===== src/rtl/irq_hub_pkg.sv =====
package irq_hub_pkg;

    localparam int NUM_SRC = 4;
    localparam int VEC_W   = 4;

    localparam int SRC_UART   = 0;
    localparam int SRC_BRIDGE = 1;
    localparam int SRC_EXP0   = 2;
    localparam int SRC_EXP1   = 3;

    localparam logic [VEC_W-1:0] VEC_IDLE = '1;

    // Sources that may be reported back into the bridge (own request excluded)
    localparam logic [NUM_SRC-1:0] FEEDBACK_SEL = ~(NUM_SRC'(1) << SRC_BRIDGE);

    // One-cold vector code per source index
    function automatic logic [VEC_W-1:0] vec_code(input int idx);
        case (idx)
            SRC_UART:   return 4'b1101;
            SRC_BRIDGE: return 4'b1110;
            SRC_EXP0:   return 4'b1011;
            SRC_EXP1:   return 4'b0111;
            default:    return VEC_IDLE;
        endcase
    endfunction

    typedef struct packed {
        logic [NUM_SRC-1:0] mask;
        logic               irq;
        logic               fb_irq_n;
        logic               nmi_n;
        logic [VEC_W-1:0]   vec_n;
    } hub_state_t;

endpackage


===== src/rtl/irq_sync.sv =====
module irq_sync #(
    parameter int WIDTH  = 6,
    parameter int STAGES = 2
) (
    input  logic             clk,
    input  logic             rst_n,
    input  logic [WIDTH-1:0] din,
    output logic [WIDTH-1:0] dout
);

    logic [STAGES-1:0][WIDTH-1:0] chain_d, chain_q;

    always_comb begin
        chain_d[0] = din;
        for (int i = 1; i < STAGES; i++) begin
            chain_d[i] = chain_q[i-1];
        end
    end

    always_ff @(posedge clk or negedge rst_n) begin
        if (!rst_n) begin
            chain_q <= '0;
        end else begin
            chain_q <= chain_d;
        end
    end

    assign dout = chain_q[STAGES-1];

endmodule


===== src/rtl/irq_prio_enc.sv =====
module irq_prio_enc
    import irq_hub_pkg::*;
(
    input  logic [NUM_SRC-1:0] req,
    output logic [VEC_W-1:0]   vec_n,
    output logic               any
);

    logic [NUM_SRC:0]              blocked;
    logic [NUM_SRC-1:0]            won;
    logic [NUM_SRC-1:0][VEC_W-1:0] part;

    assign blocked[0] = 1'b0;

    for (genvar g = 0; g < NUM_SRC; g++) begin : g_chain
        assign won[g]       = req[g] & ~blocked[g];
        assign blocked[g+1] = blocked[g] | req[g];
        assign part[g]      = won[g] ? vec_code(g) : VEC_IDLE;
    end

    always_comb begin
        vec_n = VEC_IDLE;
        for (int i = 0; i < NUM_SRC; i++) begin
            vec_n = vec_n & part[i];
        end
    end

    assign any = blocked[NUM_SRC];

endmodule


===== src/rtl/irq_vector_hub.sv =====
module irq_vector_hub
    import irq_hub_pkg::*;
#(
    parameter int SYNC_STAGES = 2
) (
    input  logic               clk,
    input  logic               rst_n,
    input  logic [NUM_SRC-1:0] src_req_n,
    input  logic               mask_wr,
    input  logic [NUM_SRC-1:0] mask_data,
    input  logic               bus_err_n,
    input  logic               backoff_req,
    output logic               cpu_irq,
    output logic [VEC_W-1:0]   cpu_vec_n,
    output logic               bridge_irq_n,
    output logic               nmi_n
);

    localparam int SYNC_W  = NUM_SRC + 2;
    localparam int ERR_BIT = NUM_SRC;
    localparam int BO_BIT  = NUM_SRC + 1;

    localparam hub_state_t RESET_STATE = '{
        mask:     '1,
        irq:      1'b0,
        fb_irq_n: 1'b1,
        nmi_n:    1'b1,
        vec_n:    VEC_IDLE
    };

    hub_state_t state_d, state_q;

    logic [SYNC_W-1:0]  raw_act;
    logic [SYNC_W-1:0]  sync_act;
    logic [NUM_SRC-1:0] gated;
    logic [VEC_W-1:0]   win_vec_n;
    logic               win_any;

    // Convert everything to active-high before synchronising so that the
    // synchroniser reset value means "nothing pending".
    assign raw_act = {backoff_req, ~bus_err_n, ~src_req_n};

    irq_sync #(
        .WIDTH  (SYNC_W),
        .STAGES (SYNC_STAGES)
    ) u_sync (
        .clk   (clk),
        .rst_n (rst_n),
        .din   (raw_act),
        .dout  (sync_act)
    );

    assign gated = sync_act[NUM_SRC-1:0] & state_q.mask;

    irq_prio_enc u_prio (
        .req   (gated),
        .vec_n (win_vec_n),
        .any   (win_any)
    );

    always_comb begin
        state_d          = state_q;
        state_d.mask     = mask_wr ? mask_data : state_q.mask;
        state_d.irq      = win_any;
        state_d.vec_n    = win_vec_n;
        state_d.fb_irq_n = ~|(gated & FEEDBACK_SEL);
        state_d.nmi_n    = ~(sync_act[ERR_BIT] | sync_act[BO_BIT]);
    end

    always_ff @(posedge clk or negedge rst_n) begin
        if (!rst_n) begin
            state_q <= RESET_STATE;
        end else begin
            state_q <= state_d;
        end
    end

    assign cpu_irq      = state_q.irq;
    assign cpu_vec_n    = state_q.vec_n;
    assign bridge_irq_n = state_q.fb_irq_n;
    assign nmi_n        = state_q.nmi_n;

endmodule


===== config.mk =====
export PLATFORM = sky130hd
export DESIGN_NAME = irq_vector_hub
export DESIGN_NICKNAME = d
export VERILOG_FILES = /design/src/rtl/irq_hub_pkg.sv /design/src/rtl/irq_sync.sv /design/src/rtl/irq_prio_enc.sv /design/src/rtl/irq_vector_hub.sv
export SDC_FILE = /design/constraint.sdc
export NUM_CORES = 1
export LEC_CHECK = 0
export ABC_AREA = 1
export CAP_MARGIN = 20
export CORE_MARGIN = 2
export CORE_UTILIZATION = 45
export DETAILED_ROUTE_END_ITERATION = 6
export PLACE_DENSITY = 0.77
export SYNTH_ARGS = -nofsm -noshare
export SYNTH_HDL_FRONTEND = slang
export SYNTH_HIERARCHICAL = 1
export SYNTH_SLANG_ARGS = --single-unit

===== constraint.sdc =====
create_clock -name clk -period 0.9 [get_ports clk]
set_input_delay 0.18 -clock clk [delete_from_list [all_inputs] [get_ports clk]]
set_output_delay 0.18 -clock clk [all_outputs]
set_load 0.02 [all_outputs]

# After elaboration in Yosys (flattened, before gate mapping)

Cells that the tools add are included.
Widths: inputs -> output; s select.

Memory bits (writable): 0
Register bits: 23
Memories kept: 0
Bits in latches: 0
ROM bits: 0

Multipliers: 0
Add/subtract/negate cells: 0
Equal/unequal tests: 0
$lt $le $gt $ge: 0
Div/mod/pow operators: 0
Muxes and demuxes: 4
Bitwise gates (word level): 17
Reductions and logical operators: 2
Shift-type cells: 0

Operators with widths:

| cell            | number |
|---|---|
| $and 4x4->4     | 4 |
| $not 1->1       | 5 |
| $mux 4          | 1 |
| $not 4->4       | 1 |
| $or 1x1->1      | 4 |
| $and 1x1->1     | 3 |
| $mux 3          | 1 |
| $reduce_or 3->1 | 1 |
| $mux 2          | 1 |
| $logic_not 1->1 | 1 |
| $mux 1          | 1 |

# Depth between registers and ports, before layout

Gate-level depths: netlist of the first run.

Depth in word-level cells: 7
Depth in mapped cells: 4
Gate-level depth less buffers: 4

# Cells and area by module

The synthesis of the first run kept the hierarchy.

By module, submodules not included:

| module         | area an instance (sq um) | cells each | seq. area each (sq um) | instances |
|---|---|---|---|---|
| irq_vector_hub | 427.9                    | 43         | 287.8                  | 1 |
| irq_sync       | 300.3                    | 12         | 300.3                  | 1 |
| irq_prio_enc   | 35.0                     | 8          | 0.0                    | 1 |

# Worst setup path before layout of the first run

No wires, ideal clock.

Path type: flip-flop to output port
Start: register state_q (netlist bit cpu_vec_n[0])
End: output port cpu_vec_n[0]
Cell stages (with the launch flop): 2
Path buffers: 1
Setup slack: 105 ps
Arrival: 615 ps
Data required time: 720 ps
Cells stage by stage: dfstp_2 buf_4

RTL lines:

| item                   | line                 | source |
|---|---|---|
| start, declared        | irq_vector_hub.sv:31 | `hub_state_t state_d, state_q;` |
| start signal, assigned | irq_vector_hub.sv:74 | `state_q <= state_d;` |
| end, declared          | irq_vector_hub.sv:14 | `output logic [VEC_W-1:0] cpu_vec_n,` |

No word-level cell between the ends.

# Worst setup path in the final report of the first run

Start: register state_q (netlist bit cpu_vec_n[3])
End: output port cpu_vec_n[3]

No word-level cell between the ends.

==> run summary, run 1 <==
The flow ran to the end, but the final reports show violations. The checks that failed: negative setup slack. Measured along the x axis, the die boundary spans 45.2 um.

The tightest hold margin came out at 0.204 ns. Dividing the detail-routed wire length by the instance count gives 9.46 um. The worst setup path is captured at an output pin. The flip-flop and latch count after synthesis is 23, and the total inserted antenna cells is 0. The run gives 0.000488 ns as the final worst clock skew.

In the routed design, unresolved DRC markers number 0. Across the VDD grid, the largest voltage drop is 1.40 mV. Clock latency on the worst-skew pair, taken at its later pin, is 0.30 ns.

The first global-routing pass estimated 1570 um of wire. In the final layout, the share of cells above drive strength 1 is 28.9%. The tools report the origin of the critical flop-to-flop path as state_q[7]$_DFFE_PN1P_. Worst-path maximum fanout: 1. The relative slew slack is 84.5%. The number of global-route vias before repair was 397. In this run the critical register-to-register path is captured at cpu_vec_n[3]$_DFF_PN1_.

Pin placement for this block handled 20 I/O pins. The total nets after synthesis was 76; the sum of buffers and inverters on the critical path was 1. Setup violations remaining at the end of the flow were counted as 7. The run gives 1540 um2 as the placeable core region. The clock sink count came out at 23. The initial antenna violation count was 0. Row generation in the floorplan step produced 14 rows. Data on the critical path is required at its endpoint by 0.72 ns.

In the final design database the tool counted 97 nets. After the first detailed-routing iteration, the DRC count stood at 3. During placement, the flow inserted port buffers numbering 19.

The Yosys step of the flow raised 6 warnings. Walking the worst path, the cells encountered are buf_6. The arrival time of data at the critical path endpoint was 0.95 ns. The instance area after placement is 963 um2, and the fraction of the cycle the final worst path needs is 126%. The first detailed-routing pass took 6 iterations. The floorplan step defined a die boundary enclosing 2040 um2. The wire-length estimate of the detail-placed layout is 705 um. From bottom edge to top edge, the die measures 45.2 um. The class of the most critical setup path is reg2out. The tools report the number of hold violations in the final report as 0. On the critical path, the stage with the largest delay is an instance of dfstp_2. The worst hold path belongs to the class in2async. The number of gates resized after CTS was 42.

The run gives 937 um as the wire length reported by the detailed router. The count of hold-fix buffers inserted at cts is 0. The core utilization of the finished layout was 64.9%; the count of buffers added by post-CTS timing repair for setup was 0.

The logs give 0 for the residual antenna-violating net count after detailed routing and 9 for the count of unique library cells instantiated by Yosys. Nature of the critical path startpoint: a register. At the pin with the least slew margin, the transition time is 0.232 ns.

The logs give 11.0% for the overall track demand over capacity in global routing and 2 for the maximum buffer depth of the clock tree. Synthesis produced 63 cells. Setup repair after global routing could not meet its margin everywhere. The top cell family by delay on the critical path is flip-flops.

Max-cap violations in this run came to 0. The number of pins with negative max-slew slack in the final report was 0; the layout filler cell count was 119. The worst path in the final design needs a cycle of 1.13 ns, including I/O delays and setup. Across all layers, the routed design uses 422 vias. After global routing the overflow that remains totals 0. Clock tree synthesis inserted a total of 3 buffers. The finished cells cover 1000 um2. The clock slew seen by the registers of the worst setup and hold paths was 0.12 ns. Summed over all failing endpoints, the final setup total negative slack is -1.49 ns. Cell area power density: 1840 nW/um2. Detail-routed via count per cell: 4.26. Clock tree synthesis selected as its root buffer the cell clkbuf_4. For the last weighted congestion value of the routability-driven placer, the log shows 0.673. TritonCTS built the clock tree. The pin count of the biggest net entering global routing came out at 24. The starting density of the core is 49.5%, and the synthesis-to-finish area growth is 31.0%. The analysis attributes to cell leakage a power of 0.493 nW. The delay contributed by the slowest stage of the critical path is 0.54 ns. The completed layout was analyzed and its total power is 1.84 mW. Averaged over all synthesized cells, the footprint is 12.1 um2. The final worst-path setup slack is -0.233 ns, and the maximum frequency from static timing analysis is 0.882 GHz. The setup check on the worst reg-to-reg path leaves a slack of 0.05 ns. The worst register-to-register path has a depth of 4. The tools report the total number of H-tree levels as 1. Sequential elements use 77.0% of the synthesized area. The mapped netlist covers 763 um2.
[layer usage]
| layer | vias up | track usage (%) | part of all wire [%] |
|---|---|---|---|
| met1 | 191 | 11.0 | 37 |
| met3 | 0 | 2.80 | 6.3 |
| met4 | 0 | 7.06 | 0 |
| li1 | 217 | - | - |
| met5 | - | 0 | 0 |
| met2 | 14 | 19.7 | 56 |
[worst max path at each step]
stage                                      start  cells after the start      endpoint  slack [ns]
after floorplan           cpu_vec_n[0]$_DFF_PN1_                      1  cpu_vec_n[0]        0.11
after global placement           nmi_n$_DFF_PN1_                      1         nmi_n       -0.36
after detailed placement  cpu_vec_n[3]$_DFF_PN1_                      1  cpu_vec_n[3]       -0.37
after CTS                 cpu_vec_n[3]$_DFF_PN1_                      1  cpu_vec_n[3]       -0.25
after global routing      cpu_vec_n[3]$_DFF_PN1_                      1  cpu_vec_n[3]       -0.26
final                     cpu_vec_n[3]$_DFF_PN1_                      1  cpu_vec_n[3]       -0.23
[placed cells by master (no fill, tap or decap)]
| cell | n |
|---|---|
| clkdlybuf4s50_1 | 12 |
| o21ai_0 | 4 |
| inv_2 | 1 |
| buf_6 | 7 |
| clkbuf_4 | 3 |
| nor2_2 | 1 |
| nor2_1 | 2 |
| inv_1 | 15 |
| buf_12 | 1 |
| nand2_1 | 11 |
| nand3_1 | 2 |
| dfrtp_1 | 13 |
| clkinv_2 | 1 |
| dfstp_2 | 10 |
[layout make-up]
cell class / instances / area (um2) / share of cell area [%]
Clock inverter: 1 / 5.00 / 0.501
Clock buffer: 3 / 22.5 / 2.25
Inverter: 16 / 60.1 / 6.01
Tap cell: 16 / 20.0 / 2.00
Multi-Input combinational cell: 20 / 85.1 / 8.51
Timing Repair Buffer: 20 / 219 / 21.9
Sequential cell: 23 / 588 / 58.8
[sequential cells by signal (all words and copies together) (netlist names)]
register / cells
cpu_vec_n: 4
cpu_irq: 1
state_q: 4
nmi_n: 1
bridge_irq_n: 1
u_sync/chain_d: 6
u_sync/dout: 6
[through the flow]
| step | instances | setup WS (ns) |
|---|---|---|
| floorplan | 63 | 0.105 |
| global placement | 95 | -0.360 |
| detailed placement | 95 | -0.366 |
| CTS | 99 | -0.251 |
| global route | 99 | -0.264 |
| finish | 99 | -0.233 |
[synth_stat cells]
library cell / number / area share, %
o21ai_0: 4 / 2.6
nand3_1: 2 / 1.3
buf_4: 4 / 3.9
inv_1: 16 / 7.9
nand2_1: 11 / 5.4
nor2_2: 1 / 0.82
dfrtp_1: 13 / 43
nor2_1: 2 / 0.98
dfstp_2: 10 / 34
[power by group]
group	total, mW	switching [mW]	internal, mW
clock network	0.453	0.287	0.166
registers	1.15	0.0249	1.13
logic	0.230	0.107	0.123
[cell families after synthesis]
kind of cell,after synthesis,share of synthesized area (%)
buffers and inverters,20,11.8
and+or+nand+nor,16,8.53
AOI/OAI and AO/OA,4,2.62
DFF,23,77.0
[worst reg2reg max path: stages, from the launching register on]
cell     delay (ns)
dfstp_2        0.55
nand2_1        0.04
inv_1          0.09
nor2_2         0.05
nand3_1        0.06
Note: power is estimated with default switching activity, not from simulation.
==> inputs of run 2 (changes only) <==
--- a/config.mk
+++ b/config.mk
@@ -6,6 +6,7 @@
 export NUM_CORES = 1
 export LEC_CHECK = 0
 export ABC_AREA = 1
+export ABC_CLOCK_PERIOD_IN_PS = 900
 export CAP_MARGIN = 20
 export CORE_MARGIN = 2
 export CORE_UTILIZATION = 45
==> results of run 2 <==
The final DEF is identical to that of run 1; final timing and power are the same.
==> inputs of run 3 (changes only) <==
--- a/config.mk
+++ b/config.mk
@@ -8,10 +8,12 @@
 export ABC_AREA = 1
 export ABC_CLOCK_PERIOD_IN_PS = 900
 export CAP_MARGIN = 20
+export CELL_PAD_IN_SITES_DETAIL_PLACEMENT = 0
+export CELL_PAD_IN_SITES_GLOBAL_PLACEMENT = 1
 export CORE_MARGIN = 2
-export CORE_UTILIZATION = 45
+export CORE_UTILIZATION = 35
 export DETAILED_ROUTE_END_ITERATION = 6
-export PLACE_DENSITY = 0.77
+export PLACE_DENSITY = 0.76
 export SYNTH_ARGS = -nofsm -noshare
 export SYNTH_HDL_FRONTEND = slang
 export SYNTH_HIERARCHICAL = 1
==> run summary, run 3 (synthesized netlist as in run 1, its figures left out) <==
The first-pass GRT wire length was 1400 um (-11%); the die boundary width was 50.7 um (+12%). The number of global-route vias before repair came out at 340 (-14%). The final worst-path setup slack came out at -0.221 ns (+0.0127 ns). The overall track demand over capacity in global routing came out at 7.28% (-3.7 points).

Setup repair after global routing could not meet its margin everywhere. Clock buffer count from CTS: 3 (unchanged). The proportion of layout cells with a drive suffix above 1 is 33.7% (+4.8 points), and the count of cells along the worst register-to-register path is 4 (unchanged). The aggregate negative setup slack came out at -1.37 ns (+0.114 ns). In this run the worst hold path is classified as in2async.

The data required time at the worst endpoint is 0.72 ns (about the same), and the number of failing setup endpoints in the final timing report is 7 (unchanged). The checks that failed: negative setup slack. The chip height is 50.7 um (+12%).

The capture instance of the worst register-to-register path was cpu_irq$_DFF_PN0_. The core utilization of the finished layout was 50.9% (-14 points); the logic gate share of total power was 12.9% (+0.4 points). The number of pins with negative max-slew slack in the final report was 0 (unchanged). The pin count of the biggest net entering global routing was 24 (unchanged); the final worst clock skew was 0.00826 ns (+0.00778 ns). The run finished, with violations left.

Wire length per cell after detailed routing: 7.66 um (-19%). Clock latency reported for the late side of the worst-skew pair: 0.29 ns (about the same). The tree is rooted in a clkbuf_4.

The run gives 0 (unchanged) as the residual overflow from global routing. For the number of detailed-routing iterations run before antenna repair, the log shows 1 (-5). The tightest hold margin was 0.228 ns (+0.0238 ns); the quantity of I/O buffers inserted on ports was 19 (unchanged). The starting density of the core is 38.1% (-11 points), and the setup slack on the worst flop-to-flop path is 0.07 ns (+0.02 ns). Sum of buffers and inverters on the critical path: 1 (unchanged). The layout net count is 97 (unchanged).

The library cells used most frequently in the layout, excluding fill and tap cells, are dfrtp_1 (13), inv_1 (12), clkdlybuf4s50_1 (12). The run gives 2000 um2 (+30%) as the placeable core region. TritonCTS built the clock tree. The run gives 412 (-2.4%) as the count of vias placed by the detailed router.

The total inserted antenna cells was 0 (unchanged); the pre-CTS setup slack was -0.362 ns (+0.00399 ns). The logs give 16 (+2) for the standard-cell row count and 0 (unchanged) for the residual antenna-violating net count after detailed routing. The run gives 1.20 mV (-14%) as the worst supply voltage drop on vdd.

Class of the most critical setup path: reg2out. The total instance count after detailed placement was 106 (+12%). The tools report the maximum buffer depth of the clock tree as 2 (unchanged).

Fraction of the cycle the final worst path needs: 125% (-1.4 points). For the total power consumption of the routed design, the log shows 1.82 mW (-0.78%). The instance area after placement was 977 um2 (+1.4%).

Clock sink count: 23 (unchanged). The worst setup path is captured at an output pin. The kind of cell with the highest combined delay along the critical path is flip-flops. The tools report the detailed placer's ending HPWL as 601 um (-15%).

The run gives 0.488 nW (-1.1%) as the leakage dissipation. The tools report the number of max-cap violations as 0 (unchanged). Traced cell by cell, the critical path runs through buf_6. The count of hold-fix buffers inserted at cts is 0 (unchanged), and the cell area power density is 1790 nW/um2 (-2.7%). The slew at the pin closest to its max-slew limit works out to 0.239 ns (+0.00641 ns). Switching power as a share of total power: 21.8% (-1.0 points). The tools report the maximum frequency from static timing analysis as 0.892 GHz (+1.1%). The delay contributed by the slowest stage of the critical path is 0.54 ns (about the same). The minimum clock period is 1.12 ns (-0.0127 ns). The switching power total came out at 0.397 mW (-5.3%). The non-filler instance count after layout came out at 110 (+11%).

For the post-route standard cell area excluding fillers, the log shows 1020 um2 (+2.0%). The logs give 20 (unchanged) for the top-level I/O count and 1.42 mW (+0.55%) for the cell-internal power. The run gives 0 (unchanged) as the final routed DRC violation total. The nature of the critical path startpoint was a register. The sequential share of power was 63.3% (+0.5 points). The run gives 0 (unchanged) as the initial antenna violation count.

The arrival time of data at the critical path endpoint came out at 0.94 ns (about the same). The area of the die is 2570 um2 (+26%), and the detail-routed via count per cell is 3.75 (-12%). The origin of the critical flop-to-flop path was state_q[10]$_DFFE_PN1P_.

The number of DRC markers in iteration 0 came out at 0 (-3). The number of hold violations in the final report was 0 (unchanged). The last weighted congestion value of the routability-driven placer is 0.717 (+6.5%). The clock slew seen by the registers of the worst setup and hold paths is 0.12 ns (about the same).

The library cell used most frequently in the layout, excluding fill and tap cells, is dfrtp_1. For the total number of H-tree levels, the log shows 1 (unchanged). The layout filler cell count came out at 179 (+50%). Synthesis-to-finish area growth: 33.6%. The relative slew slack was 84.0% (-0.43 points); the worst-path maximum fanout was 1 (unchanged). The slowest cell on the critical path was dfstp_2.

The tools report the clock group share of total power as 23.8% (-0.9 points). Wire length reported by the detailed router: 843 um (-10%).
run 3: changes by cell type in the layout (fill, tap and decap cells not counted):
cell / delta
clkbuf_1: +1
clkinv_2: -1
nand2_1: -1
nand3_2: +1
inv_1: -3
nand3_1: -1
inv_2: +3
nand2_2: +1
run 3: power groups by stage:
stage / Clock, mW / Sequential, mW / Combinational (mW)
finish: 0.434 / 1.15 / 0.234
global route: 0.498 / 1.16 / 0.259
CTS: 0.453 / 1.15 / 0.233
detailed placement: 0 / 1.17 / 0.227
global placement: 0 / 1.16 / 0.225
floorplan: 0 / 1.18 / 0.0832
run 3: metal layers:
metal | wire, um | track usage (%) | vias to the layer above
met5 | 0 | 0 | -
met4 | 13 | 4.05 | 0
met3 | 63 | 1.79 | 2
met2 | 368 | 10.3 | 14
met1 | 397 | 10.2 | 180
li1 | - | - | 216
run 3: worst max-delay path by stage:
stage                   endpoint                   start  cells past startpoint  slack, ns
finish              cpu_vec_n[3]  cpu_vec_n[3]$_DFF_PN1_                      1      -0.22
global route        cpu_vec_n[3]  cpu_vec_n[3]$_DFF_PN1_                      1      -0.26
CTS                 cpu_vec_n[3]  cpu_vec_n[3]$_DFF_PN1_                      1      -0.23
detailed placement  cpu_vec_n[3]  cpu_vec_n[3]$_DFF_PN1_                      1      -0.36
global placement    cpu_vec_n[0]  cpu_vec_n[0]$_DFF_PN1_                      1      -0.36
floorplan           cpu_vec_n[0]  cpu_vec_n[0]$_DFF_PN1_                      1       0.11
run 3: repair_timing:
item                                    CTS  global route
gates resized for setup                  42             6
pin swaps                                 0             2
buffers inserted                          0             0
endpoints found under the hold margin     0             0
endpoints found under the setup margin    7             9
run 3: area by class of cell:
cell class | instances | area (um2) | area share [%]
Timing Repair Buffer | 20 | 219 | 21.5
Sequential cell | 23 | 588 | 57.7
Multi-Input combinational cell | 20 | 92.6 | 9.08
Tap cell | 27 | 33.8 | 3.31
Clock buffer | 4 | 26.3 | 2.58
Inverter | 16 | 60.1 | 5.89
